File: src/rtl/ftoi_pkg.sv
// Package ftoi_pkg
// Shared class codes for the float-to-integer truncator.
// Assumes the unpacking stage uses the same 3-bit encoding.
package ftoi_pkg;

    typedef enum logic [2:0] {
        FC_ZERO = 3'd0,
        FC_NUM  = 3'd1,
        FC_INF  = 3'd2,
        FC_QNAN = 3'd3,
        FC_SNAN = 3'd4
    } fclass_e;

endpackage

File: src/rtl/ftoi_align.sv
// Module ftoi_align
// Shifts the mantissa right so that its integer part lands in the low bits,
// and reports whether any set bit fell off the bottom.
// Assumes the leading one sits at bit MANT_W-1 and is weighted 2^exp.
// A non-positive shift (huge exponent) returns all ones; the caller treats
// such exponents as overflow before it uses the magnitude.
module ftoi_align #(
    parameter int MANT_W = 40,
    parameter int EXP_W  = 12
) (
    input  logic signed [EXP_W-1:0]  exp_i,
    input  logic        [MANT_W-1:0] mant_i,
    output logic        [MANT_W-1:0] mag_o,
    output logic                     lost_o
);
    localparam int SHW = EXP_W + 2;
    localparam int CW  = $clog2(MANT_W + 1);
    localparam logic signed [SHW-1:0] TOP_POS = SHW'(MANT_W - 1);
    localparam logic signed [SHW-1:0] FULL    = SHW'(MANT_W);

    logic signed [SHW-1:0] sh;
    logic        [CW-1:0]  shamt;
    logic        [MANT_W-1:0] keep_mask;

    // Distance from the leading bit to the units position.
    always_comb begin
        sh    = TOP_POS - SHW'(exp_i);
        shamt = sh[CW-1:0];
    end

    // Select between saturated, wiped-out and partially shifted magnitude.
    always_comb begin
        keep_mask = '1;
        if (sh <= 0) begin
            mag_o  = '1;
            lost_o = 1'b0;
        end else if (sh >= FULL) begin
            mag_o  = '0;
            lost_o = |mant_i;
        end else begin
            keep_mask = ~({MANT_W{1'b1}} << shamt);
            mag_o     = mant_i >> shamt;
            lost_o    = |(mant_i & keep_mask);
        end
    end

endmodule

File: src/rtl/ftoi_pack.sv
// Module ftoi_pack
// Decides overflow from class, exponent and truncated magnitude, applies the
// sign and forms the inexact and invalid flags.
// Assumes MANT_W >= INT_W + 2 so that an exponent below INT_W always leaves
// a magnitude below 2^INT_W.
module ftoi_pack
    import ftoi_pkg::*;
#(
    parameter int MANT_W = 40,
    parameter int EXP_W  = 12,
    parameter int INT_W  = 32
) (
    input  logic [2:0]               class_i,
    input  logic                     sign_i,
    input  logic signed [EXP_W-1:0]  exp_i,
    input  logic        [MANT_W-1:0] mag_i,
    input  logic                     lost_i,
    input  logic                     sticky_i,
    output logic        [INT_W-1:0]  result_o,
    output logic                     inexact_o,
    output logic                     invalid_o
);
    localparam logic signed [EXP_W-1:0] EXP_LIMIT = EXP_W'(INT_W);
    localparam logic [INT_W-1:0] HALF_RANGE = {1'b1, {(INT_W-1){1'b0}}};
    localparam logic [INT_W-1:0] POS_SAT    = {1'b0, {(INT_W-1){1'b1}}};

    logic [INT_W-1:0] mag_w;
    logic             too_big;
    logic             ovf;

    // Compare the truncated magnitude against the sign-dependent limit.
    always_comb begin
        mag_w   = mag_i[INT_W-1:0];
        too_big = (exp_i >= EXP_LIMIT) ||
                  (mag_w > HALF_RANGE) ||
                  ((mag_w == HALF_RANGE) && !sign_i);
    end

    // Map the class to an outcome and build result and flags.
    always_comb begin
        result_o  = '0;
        inexact_o = 1'b0;
        invalid_o = 1'b0;
        ovf       = 1'b0;
        unique case (class_i)
            FC_ZERO: ;
            FC_NUM:  ovf = too_big;
            default: ovf = 1'b1;
        endcase
        if (ovf) begin
            result_o  = sign_i ? HALF_RANGE : POS_SAT;
            invalid_o = 1'b1;
        end else if (class_i == FC_NUM) begin
            result_o  = sign_i ? (~mag_w + 1'b1) : mag_w;
            inexact_o = lost_i | sticky_i;
        end
    end

endmodule

File: src/rtl/ftoi_trunc.sv
// Module ftoi_trunc
// Top of the float-to-integer truncator: aligns the mantissa, packs the
// integer and registers result and flags one cycle after an accepted input.
// Assumes operands are already unpacked and that MANT_W >= INT_W + 2.
module ftoi_trunc
    import ftoi_pkg::*;
#(
    parameter int MANT_W = 40,
    parameter int EXP_W  = 12
) (
    input  logic                     clk,
    input  logic                     rst_n,
    input  logic                     in_valid,
    input  logic [2:0]               in_class,
    input  logic                     in_sign,
    input  logic signed [EXP_W-1:0]  in_exp,
    input  logic [MANT_W-1:0]        in_mant,
    input  logic                     in_sticky,
    output logic                     out_valid,
    output logic [31:0]              out_result,
    output logic                     out_inexact,
    output logic                     out_invalid
);
    localparam int INT_W = 32;

    logic [MANT_W-1:0] mag;
    logic              lost;
    logic [INT_W-1:0]  res_c;
    logic              nx_c;
    logic              nv_c;

    ftoi_align #(.MANT_W(MANT_W), .EXP_W(EXP_W)) u_align (
        .exp_i  (in_exp),
        .mant_i (in_mant),
        .mag_o  (mag),
        .lost_o (lost)
    );

    ftoi_pack #(.MANT_W(MANT_W), .EXP_W(EXP_W), .INT_W(INT_W)) u_pack (
        .class_i   (in_class),
        .sign_i    (in_sign),
        .exp_i     (in_exp),
        .mag_i     (mag),
        .lost_i    (lost),
        .sticky_i  (in_sticky),
        .result_o  (res_c),
        .inexact_o (nx_c),
        .invalid_o (nv_c)
    );

    // Valid pulse follows each accepted operand by one cycle.
    always_ff @(posedge clk) begin
        if (!rst_n) out_valid <= 1'b0;
        else        out_valid <= in_valid;
    end

    // Capture result and flags on accept, hold them otherwise.
    always_ff @(posedge clk) begin
        if (!rst_n) begin
            out_result  <= '0;
            out_inexact <= 1'b0;
            out_invalid <= 1'b0;
        end else if (in_valid) begin
            out_result  <= res_c;
            out_inexact <= nx_c;
            out_invalid <= nv_c;
        end
    end


    valid_follow_chk: assert property (@(posedge clk) disable iff (!rst_n)
        in_valid |=> out_valid);

    valid_idle_chk: assert property (@(posedge clk) disable iff (!rst_n)
        !in_valid |=> (!out_valid && $stable(out_result) &&
                       $stable(out_inexact) && $stable(out_invalid)));

    flag_excl_chk: assert property (@(posedge clk) disable iff (!rst_n)
        !(out_inexact && out_invalid));

    sat_value_chk: assert property (@(posedge clk) disable iff (!rst_n)
        in_valid |=> (!out_invalid ||
            (out_result == ($past(in_sign) ? 32'h8000_0000 : 32'h7FFF_FFFF))));

    zero_class_chk: assert property (@(posedge clk) disable iff (!rst_n)
        (in_valid && in_class == FC_ZERO) |=>
            (out_result == '0 && !out_inexact && !out_invalid));

    nonnum_ovf_chk: assert property (@(posedge clk) disable iff (!rst_n)
        (in_valid && in_class != FC_ZERO && in_class != FC_NUM) |=> out_invalid);

    big_exp_chk: assert property (@(posedge clk) disable iff (!rst_n)
        (in_valid && in_class == FC_NUM && in_exp >= EXP_W'(INT_W)) |=> out_invalid);

endmodule

File: config.mk
export PLATFORM = sky130hd
export DESIGN_NAME = ftoi_trunc
export DESIGN_NICKNAME = d
export VERILOG_FILES = /design/src/rtl/ftoi_pkg.sv /design/src/rtl/ftoi_align.sv /design/src/rtl/ftoi_pack.sv /design/src/rtl/ftoi_trunc.sv
export SDC_FILE = /design/constraint.sdc
export NUM_CORES = 1
export LEC_CHECK = 0
export BUFFER_PORTS_ARGS = -buffer_cell sky130_fd_sc_hd__buf_2
export CAP_MARGIN = 15
export CORE_ASPECT_RATIO = 1.1
export CORE_UTILIZATION = 39
export CTS_CLUSTER_DIAMETER = 120
export DETAILED_ROUTE_END_ITERATION = 16
export PLACE_DENSITY = 0.63
export SLEW_MARGIN = 20
export SYNTH_ARGS = -nofsm -noshare
export SYNTH_HDL_FRONTEND = slang
export SYNTH_HIERARCHICAL = 1
export SYNTH_SLANG_ARGS = --single-unit
File: constraint.sdc
create_clock -name clk -period 21.4 [get_ports clk]
set_clock_uncertainty 0.05 [all_clocks]
set_input_delay 4.28 -clock clk [delete_from_list [all_inputs] [get_ports clk]]
set_output_delay 4.28 -clock clk [all_outputs]
set_load 0.05 [all_outputs]
# ---- Word-level counts from Yosys, hierarchy flattened
# Index checks and enable logic that the tools add are counted.
dict set report op_classes {
  addsub 2
  n_lt_le_gt_ge 4
  eq_ne 2
  shift 2
  muxes 12
  bitwise 4
  reduce_logical 7
}
# cell n
set ops {}
lappend ops {{2-to-1 mux 32 bit} 6}
lappend ops {{OR reduction 40 bit} 2}
lappend ops {{AND 40 bit} 1}
lappend ops {{inverter 40 bit} 1}
lappend ops {{<< shifter 40 x 6 -> 40 bit (first input constant)} 1}
lappend ops {{>> shifter 40 x 6 -> 32 bit} 1}
lappend ops {{adder 32 x 1 -> 32 bit (second input constant)} 1}
lappend ops {{== test 32 bit (second input constant)} 1}
lappend ops {{> comparator 32 bit (second input constant)} 1}
lappend ops {{inverter 32 bit} 1}
lappend ops {{greater-or-equal comparator 13 x 7 -> 1 bit (second input constant)} 1}
lappend ops {{less-or-equal comparator 13 x 1 -> 1 bit (second input constant)} 1}
lappend ops {{subtractor 7 x 12 -> 13 bit (first input constant)} 1}
lappend ops {{greater-or-equal comparator 12 x 7 -> 1 bit (second input constant)} 1}
lappend ops {{2-to-1 mux 1 bit} 5}
lappend ops {{== test 3 x 1 -> 1 bit (second input constant)} 1}
lappend ops {{zero test 3 bit} 1}
lappend ops {{logical OR 1 bit} 2}
lappend ops {{case mux 1 bit (2 select lines)} 1}
lappend ops {{logical AND 1 bit} 1}
lappend ops {{zero test 1 bit} 1}
lappend ops {{bitwise OR 1 bit} 1}
dict set report totals {
  regBits 35
  inputBits 60
  out_inout_bits 35
  wordCells 37
}

# ---- Depth between registers and ports, before layout
# Gate-level depths: netlist (run 1).
dict set report logic_depth {
  ltp_word 10
  depth_mapped 24
  mapped_depth_nobuf 17
}

# ---- Modules after synthesis
# Netlist (run 1), hierarchy kept.
# mod n_inst cells_each area_each_um2 seq_area_each_um2
set modules_own_cells {}
lappend modules_own_cells {ftoi_align 1 461 3475.8 0.0}
lappend modules_own_cells {ftoi_trunc 1 111 1342.5 700.7}
lappend modules_own_cells {ftoi_pack 1 201 1227.4 0.0}

# ---- Worst setup path after synthesis (run 1)
# Ideal clock, no wire load.
dict set report synth_path {
  path_type {input-to-reg}
  from {in in_exp[3]}
  to {reg out_result[31]}
  setup_time_ns 0.066
  arrival_time_ns 9.601
  required_time_ns 21.284
  path_slack_ns 11.684
  path_stages 22
  path_buffers 10
  path_cell_list {clkbuf_1 -> clkbuf_1 -> inv_2 -> clkbuf_1 -> buf_1 -> ha_1 -> xor2_1 -> clkbuf_1 -> clkbuf_1 -> o41a_1 -> clkbuf_1 -> clkbuf_1 -> o31ai_1 -> or4_4 -> or4_1 -> buf_2 -> nor4_4 -> nor2_2 -> buf_6 -> o32ai_1 -> mux2i_1 -> nor2b_1}
}
dict set report synth_between {
  elab_chain_cells 9
  elab_cells_between_ends 18
  classes_between {add/sub: 2; order compare: 4; eq/ne: 1; shift: 1; mux: 6; bitwise: 1; reduce/logical: 3}
}
# item line_no
set synth_rtl {}
lappend synth_rtl {{start, declared} ftoi_trunc.sv:16} ;# input logic signed [EXP_W-1:0] in_exp,
lappend synth_rtl {{subtractor 7 x 12 -> 13 bit (*)} ftoi_align.sv:27} ;# sh = TOP_POS - SHW'(exp_i);
lappend synth_rtl {{greater-or-equal comparator 13 x 7 -> 1 bit / >> shifter 40 x 6 -> 32 bit (equally long branches)} {ftoi_align.sv:37, ftoi_align.sv:42}}
lappend synth_rtl {{2-to-1 mux 32 bit} ftoi_align.sv:37} ;# end else if (sh >= FULL) begin
lappend synth_rtl {{2-to-1 mux 32 bit (*)} ftoi_align.sv:34} ;# if (sh <= 0) begin
lappend synth_rtl {{via mag[6]} ftoi_trunc.sv:26} ;# logic [MANT_W-1:0] mag;
lappend synth_rtl {{inverter 32 bit, or another cell as far along} ftoi_pack.sv:54} ;# result_o = sign_i ? (~mag_w + 1'b1) : mag_w;
lappend synth_rtl {{adder 32 x 1 -> 32 bit, or another cell as far along} ftoi_pack.sv:54}
lappend synth_rtl {{2-to-1 mux 32 bit / logical OR 1 bit (equally long branches)} {ftoi_pack.sv:54, ftoi_pack.sv:35}}
lappend synth_rtl {{2-to-1 mux 32 bit / case mux 1 bit (2 select lines) (equally long branches)} {ftoi_pack.sv:53, ftoi_pack.sv:45}}
lappend synth_rtl {{2-to-1 mux 32 bit (*)} ftoi_pack.sv:50} ;# if (ovf) begin
lappend synth_rtl {{via res_c[31]} ftoi_trunc.sv:28} ;# logic [INT_W-1:0] res_c;
lappend synth_rtl {{end signal, assigned} ftoi_trunc.sv:64} ;# out_result <= res_c;
lappend synth_rtl {{end, declared} ftoi_trunc.sv:20} ;# output logic [31:0] out_result,
# The timed path passes the listed nets; every way through them passes the cells marked *.
# A chain may end at the register's enable or synchronous reset.

# ---- Worst setup path in the final report (run 1)
# Same ends and word-level chain as after synthesis.

==> impl_metrics.py, run 1 <==
metrics = {
    "sta": {
        "rsz0062_at_grt": "false",
        "timing.slew.headroom_pct": 27.5,
        "setup_viol": 0,
        "fin_ws_ns": 11.19,
        "max_freq_ghz": 0.0979,
        "period_share_pct": 47.7,
        "final_max_slew_viol_count": 0,
        "tns_ns": 0,
        "tightest_slew_ns": 1.08,
        "period_needed_ns": 10.21,
        "hold_viol_final": 0,
    },
    "power_and_ir_drop": {
        "power_frac_seq_pct": 24.4,
        "switchingPower_mw": 0.124,
        "combPwrFrac_pct": 53.3,
        "irDropWorstVdd_v": 0.0000281,
        "power.leakage_nw": 2.52,
        "internal_power_mw": 0.168,
        "powerDensity_nw_per_um2": 44.4,
        "clock_power_share_pct": 22.2,
        "sw_frac_of_total_pct": 42.5,
    },
    "worst_setup_path": {
        "critPathMaxStageDelay_ns": 0.74,
        "cp.arrival_ns": 10.37,
        "path_cells": "buf_2 > buf_4 > inv_2 > ha_1 > nand2b_1 > mux2i_1 > a2bb2oi_1 > o41a_1 > o21ai_0 > or4_1 > or4_1 > nor4_4 > nor2_2 > o32ai_1 > mux2i_1 > nor2b_1",
        "end_kind": "register",
        "path_class": "primary input to register",
        "r2r_slack_ns": 20.73,
        "cp-startpoint": "in_exp[3]",
        "crit_slowest_cell": "o41a_1",
        "start_kind": "primary input",
        "worst_ep_required_time_ns": 21.56,
        "reg2regPathDepth": 2,
        "crit_end": "out_result[31]",
        "reg2reg_from": "out_result[21]",
        "timing.rr.end": "out_result[21]",
        "cp_max_fo": 59,
    },
    "floorplanning": {
        "die_w_um": 120,
        "die_h_um": 132,
        "start_util_pct": 39.8,
        "placement_rows": 47,
        "core-area_um2": 15100,
        "ioPinCount": 95,
        "fp.dieArea_um2": 15900,
    },
    "clock_tree": {
        "clkLatencyLatePin_ns": 0.27,
        "cts_resized": 0,
        "cts_tree": "yes",
        "root_buffer": "clkbuf_16",
        "clockBufferDepth": 2,
        "ctsHoldBuffers": 0,
        "postCtsSetupRepairBufs": 0,
        "cts.sinks": 35,
        "clkSlewWorstSetupHoldPaths_ns": 0.05,
        "cts_buffers": 5,
        "htreeDepth": 2,
    },
    "finish": {
        "multiInputGateArea_um2": 4910,
        "num-nets-final": 872,
        "nFillCells": 1632,
        "diodes": 0,
        "layout_common_cells": "buf_2 (94), o21ai_0 (71), mux2i_1 (69)",
        "seq_area_um2": 701,
        "design_area_um2": 6580,
        "area_growth_pct": 9.92,
        "final_common_cell": "buf_2",
        "stdcell_count": 1002,
        "drive_gt1_share_pct": 23.0,
    },
    "placement": {
        "dpl_cell_area_um2": 6450,
        "place_congestion": 0.971,
        "dp_slack_ns": 11.06,
        "dp_cells": 996,
        "port_buffers": 94,
        "dp_hpwl_um": 15200,
    },
    "global_route": {
        "overflow": 0,
        "antenna_found_initial": 0,
        "grt_pass1_wl_um": 32500,
        "grt_max_degree": 67,
        "track_usage_pct": 25.5,
        "first_global_vias": 5949,
    },
    "route": {
        "first_pass_iters": 7,
        "via_per_inst": 6.50,
        "drc_errors": 0,
        "drt_iter0_markers": 775,
        "vias": 6513,
        "wire_per_inst_um": 20.3,
        "finalWirelength_um": 20300,
        "ant_nets": 0,
    },
    "worst_hold_path": {
        "holdPathStages": 2,
        "worstHoldStart": "out_result[12]",
        "hold_path_class": "register to register",
    },
    "outcome": {
        "outcome": "finished, final reports clean",
    },
    "logic_synthesis": {
        "synth_area_per_cell_um2": 7.85,
        "syn_inst": 763,
        "synth_area_um2": 5990,
        "synth_fp_nets": 828,
        "ys_warn_count": 6,
    },
    "run": {
        "maxCapViolCount": 0,
    },
}
==> cell type report <==
cell class	instances	share of cell area, %
Tap cell	196	3.72
Clock buffer	6	1.96
Sequential cell	35	10.6
Inverter	14	0.798
Timing Repair Buffer	104	8.29
Multi-Input combinational cell	647	74.6
==> routing by layer <==
metal,global-route usage (%),part of all wire [%]
met4,10.6,3.6
met1,34.7,43
met2,41.4,46
met3,1.60,6.8
met5,0,0
==> flip-flops by register name (all words and copies together) (netlist names) <==
name and cells:
out_result 32, out_valid 1, out_inexact 1, out_invalid 1
==> stage by stage <==
| step | hold slack (ns) | power (mW) | utilization (%) |
|---|---|---|---|
| after floorplan | 0.693 | 0.183 | - |
| after global placement | 0.442 | 0.225 | 42.9 |
| after detailed placement | 0.455 | 0.225 | 42.9 |
| after CTS | 0.466 | 0.292 | 43.7 |
| after global routing | 0.484 | 0.308 | 43.7 |
| final | 0.461 | 0.293 | 43.7 |
==> power by group through the flow <==
stage	logic, mW	registers (mW)	clock network, mW
after floorplan	0.0963	0.0869	0
after global placement	0.153	0.0728	0
after detailed placement	0.153	0.0728	0
after CTS	0.153	0.0716	0.0672
after global routing	0.168	0.0718	0.0688
final	0.156	0.0715	0.0651
==> critical path: cells and delay by family <==
family	cells	cell delay, ns
adder cells (fa/ha/maj)	1	0.37
multiplexers	2	0.24
buffers and inverters	3	0.90
AND/OR/NAND/NOR	6	2.70
AO/OA/AOI/OAI	4	1.83
==> worst min-delay path by stage <==
stage	end
after floorplan	out_inexact
after global placement	out_invalid
after detailed placement	out_result[29]
after CTS	out_result[29]
after global routing	out_result[29]
final	out_result[12]
Power figures use the tool's default switching activity.
==> inputs of run 2 (changes only) <==
Settings changed: ABC_AREA set to 1.
Clock period 21.4 ns to 9.9 ns, I/O delays scaled along.
==> run 2 against run 1 <==
  * Cell count increased by 55%
  * Wire length up 4.5%
  * Combinational power grew 110%
  * Synthesized area up 7.0%
==> impl_metrics.py, run 2 <==
metrics = {
    "sta": {
        "tns_ns": 0,
        "rsz0062_at_grt": "false",
        "period_needed_ns": 6.85,
        "period_share_pct": 69.2,
        "setup_viol": 0,
        "tightest_slew_ns": 0.785,
        "max_freq_ghz": 0.146,
        "hold_viol_final": 0,
        "final_max_slew_viol_count": 0,
        "timing.slew.headroom_pct": 47.6,
    },
    "worst_setup_path": {
        "end_kind": "register",
        "cp.depth": 25,
        "cp_max_fo": 46,
        "cpMostUsedCell": "nand2_1",
        "start_kind": "primary input",
        "reg2regPathDepth": 2,
        "reg2reg_from": "out_result[16]",
        "cp-startpoint": "in_exp[3]",
        "r2r_slack_ns": 9.27,
        "worst_ep_required_time_ns": 10.02,
        "path_class": "primary input to register",
        "critPathMaxStageDelay_ns": 0.62,
        "cp.buffers_inverters": 6,
        "timing.rr.end": "out_result[16]",
        "cp_top_family": "simple AND/OR/NAND/NOR gates",
        "crit_slowest_cell": "nand2_1",
        "cp.arrival_ns": 6.97,
        "crit_end": "out_result[9]",
    },
    "clock_tree": {
        "cts_buffers": 5,
        "cts.sinks": 35,
        "clkLatencyLatePin_ns": 0.27,
        "postCtsSetupRepairBufs": 0,
        "ctsHoldBuffers": 0,
        "htreeDepth": 2,
        "cts_tree": "yes",
        "clockBufferDepth": 2,
        "cts_resized": 0,
        "root_buffer": "clkbuf_16",
        "clkSlewWorstSetupHoldPaths_ns": 0.05,
    },
    "power_and_ir_drop": {
        "irDropWorstVdd_v": 0.0000719,
        "powerDensity_nw_per_um2": 92.4,
        "switchingPower_mw": 0.299,
        "power_frac_seq_pct": 24.4,
        "power.leakage_nw": 3.66,
        "internal_power_mw": 0.337,
        "combPwrFrac_pct": 52.6,
        "sw_frac_of_total_pct": 47.1,
        "power_mw": 0.636,
        "clock_power_share_pct": 23.0,
    },
    "logic_synthesis": {
        "synth_area_per_cell_um2": 4.85,
        "syn_inst": 1322,
        "ys_warn_count": 6,
        "synth_area_um2": 6410,
        "synth_fp_nets": 1387,
    },
    "finish": {
        "num-nets-final": 1417,
        "area_growth_pct": 7.47,
        "layout_common_cells": "nand2_1 (533), nor2_1 (200), nand3_1 (189)",
        "largest_register": "out_result",
        "diodes": 0,
        "final_common_cell": "nand2_1",
        "drive_gt1_share_pct": 11.2,
        "largest_reg_flops": 32,
    },
    "route": {
        "ant_nets": 0,
        "drc_errors": 0,
        "vias": 8147,
        "via_per_inst": 5.25,
        "first_pass_iters": 5,
        "highest_layer": "met4",
        "wl_met2_um": 9880,
        "drt_iter0_markers": 750,
        "wl_met1_um": 9210,
        "wire_per_inst_um": 13.7,
        "wl_met3_um": 1170,
        "finalWirelength_um": 21200,
    },
    "outcome": {
        "outcome": "finished, final reports clean",
    },
    "floorplanning": {
        "die_w_um": 124,
        "ioPinCount": 95,
        "start_util_pct": 40.4,
        "core-area_um2": 15900,
        "fp.dieArea_um2": 17000,
        "die_h_um": 136,
        "placement_rows": 48,
    },
    "global_route": {
        "track_usage_pct": 24.9,
        "first_global_vias": 7140,
        "grt_max_degree": 70,
        "overflow": 0,
        "antenna_found_initial": 0,
        "grt_pass1_wl_um": 34800,
    },
    "run": {
        "maxCapViolCount": 0,
    },
    "placement": {
        "port_buffers": 94,
        "dp_hpwl_um": 16500,
        "place_congestion": 0.943,
    },
    "worst_hold_path": {
        "hold_path_class": "register to register",
    },
}
run 2: cell types whose count changed in the layout (fill, tap and decap cells not counted), sizes merged, moves of 16 or more:
| cell | before | now |
|---|---|---|
| a31oi | 16 | 0 |
| a21oi | 48 | 20 |
| mux2 | 32 | 0 |
| nand3 | 21 | 190 |
| nand2 | 44 | 546 |
| mux2i | 69 | 0 |
| mux4 | 34 | 0 |
| inv | 14 | 97 |
| nor2b | 38 | 0 |
| nor2 | 60 | 209 |
run 2: stage by stage:
stage,setup WS [ns],hold slack (ns),utilization [%],cells,area (um^2)
after floorplan,4.55,0.639,-,1322,6410
after global placement,2.89,0.403,42.5,1545,6740
after detailed placement,2.85,0.410,42.5,1545,6740
after CTS,3.14,0.416,43.4,1553,6880
after global routing,2.61,0.434,43.5,1553,6890
final,3.05,0.414,43.5,1553,6890
run 2: tightest hold or removal path, stage by stage (launching register included):
cell and delay, ns:
dfxtp_1 0.30, nor2_1 0.08, nor2_1 0.04
run 2: cell type report:
| type | count | area, um^2 |
|---|---|---|
| well taps | 200 | 250 |
| clock buffers | 7 | 133 |
| inverters | 98 | 370 |
| fillers | 1889 | 8960 |
| flip-flops and latches | 35 | 701 |
| repair buffers | 98 | 503 |
| clock inverters | 1 | 5.00 |
| multi-input cells | 1114 | 4930 |
run 2: worst min-delay path by stage:
stage | start | to | slack (ns) | cells after the start
final | out_result[18] | out_result[18] | 0.41 | 2
after global routing | out_result[22] | out_result[22] | 0.43 | 2
after floorplan | out_result[22] | out_result[22] | 0.64 | 2
after detailed placement | out_result[18] | out_result[18] | 0.41 | 2
after global placement | out_result[11] | out_result[11] | 0.40 | 2
after CTS | out_result[18] | out_result[18] | 0.42 | 2
run 2: metal layers:
metal  vias up  track usage (%)
met5         -                0
met4         0             12.0
met3        62             2.60
met2       300             42.8
met1      3527             31.1
li1       4258                -
run 2: power by group through the flow:
stage	Sequential (mW)	Combinational (mW)	Clock, mW
6_report	0.156	0.335	0.146
5_1_grt	0.157	0.373	0.157
4_1_cts	0.156	0.329	0.151
3_5_place_dp	0.158	0.328	0
3_3_place_gp	0.158	0.327	0
2_1_floorplan	0.194	0.218	0
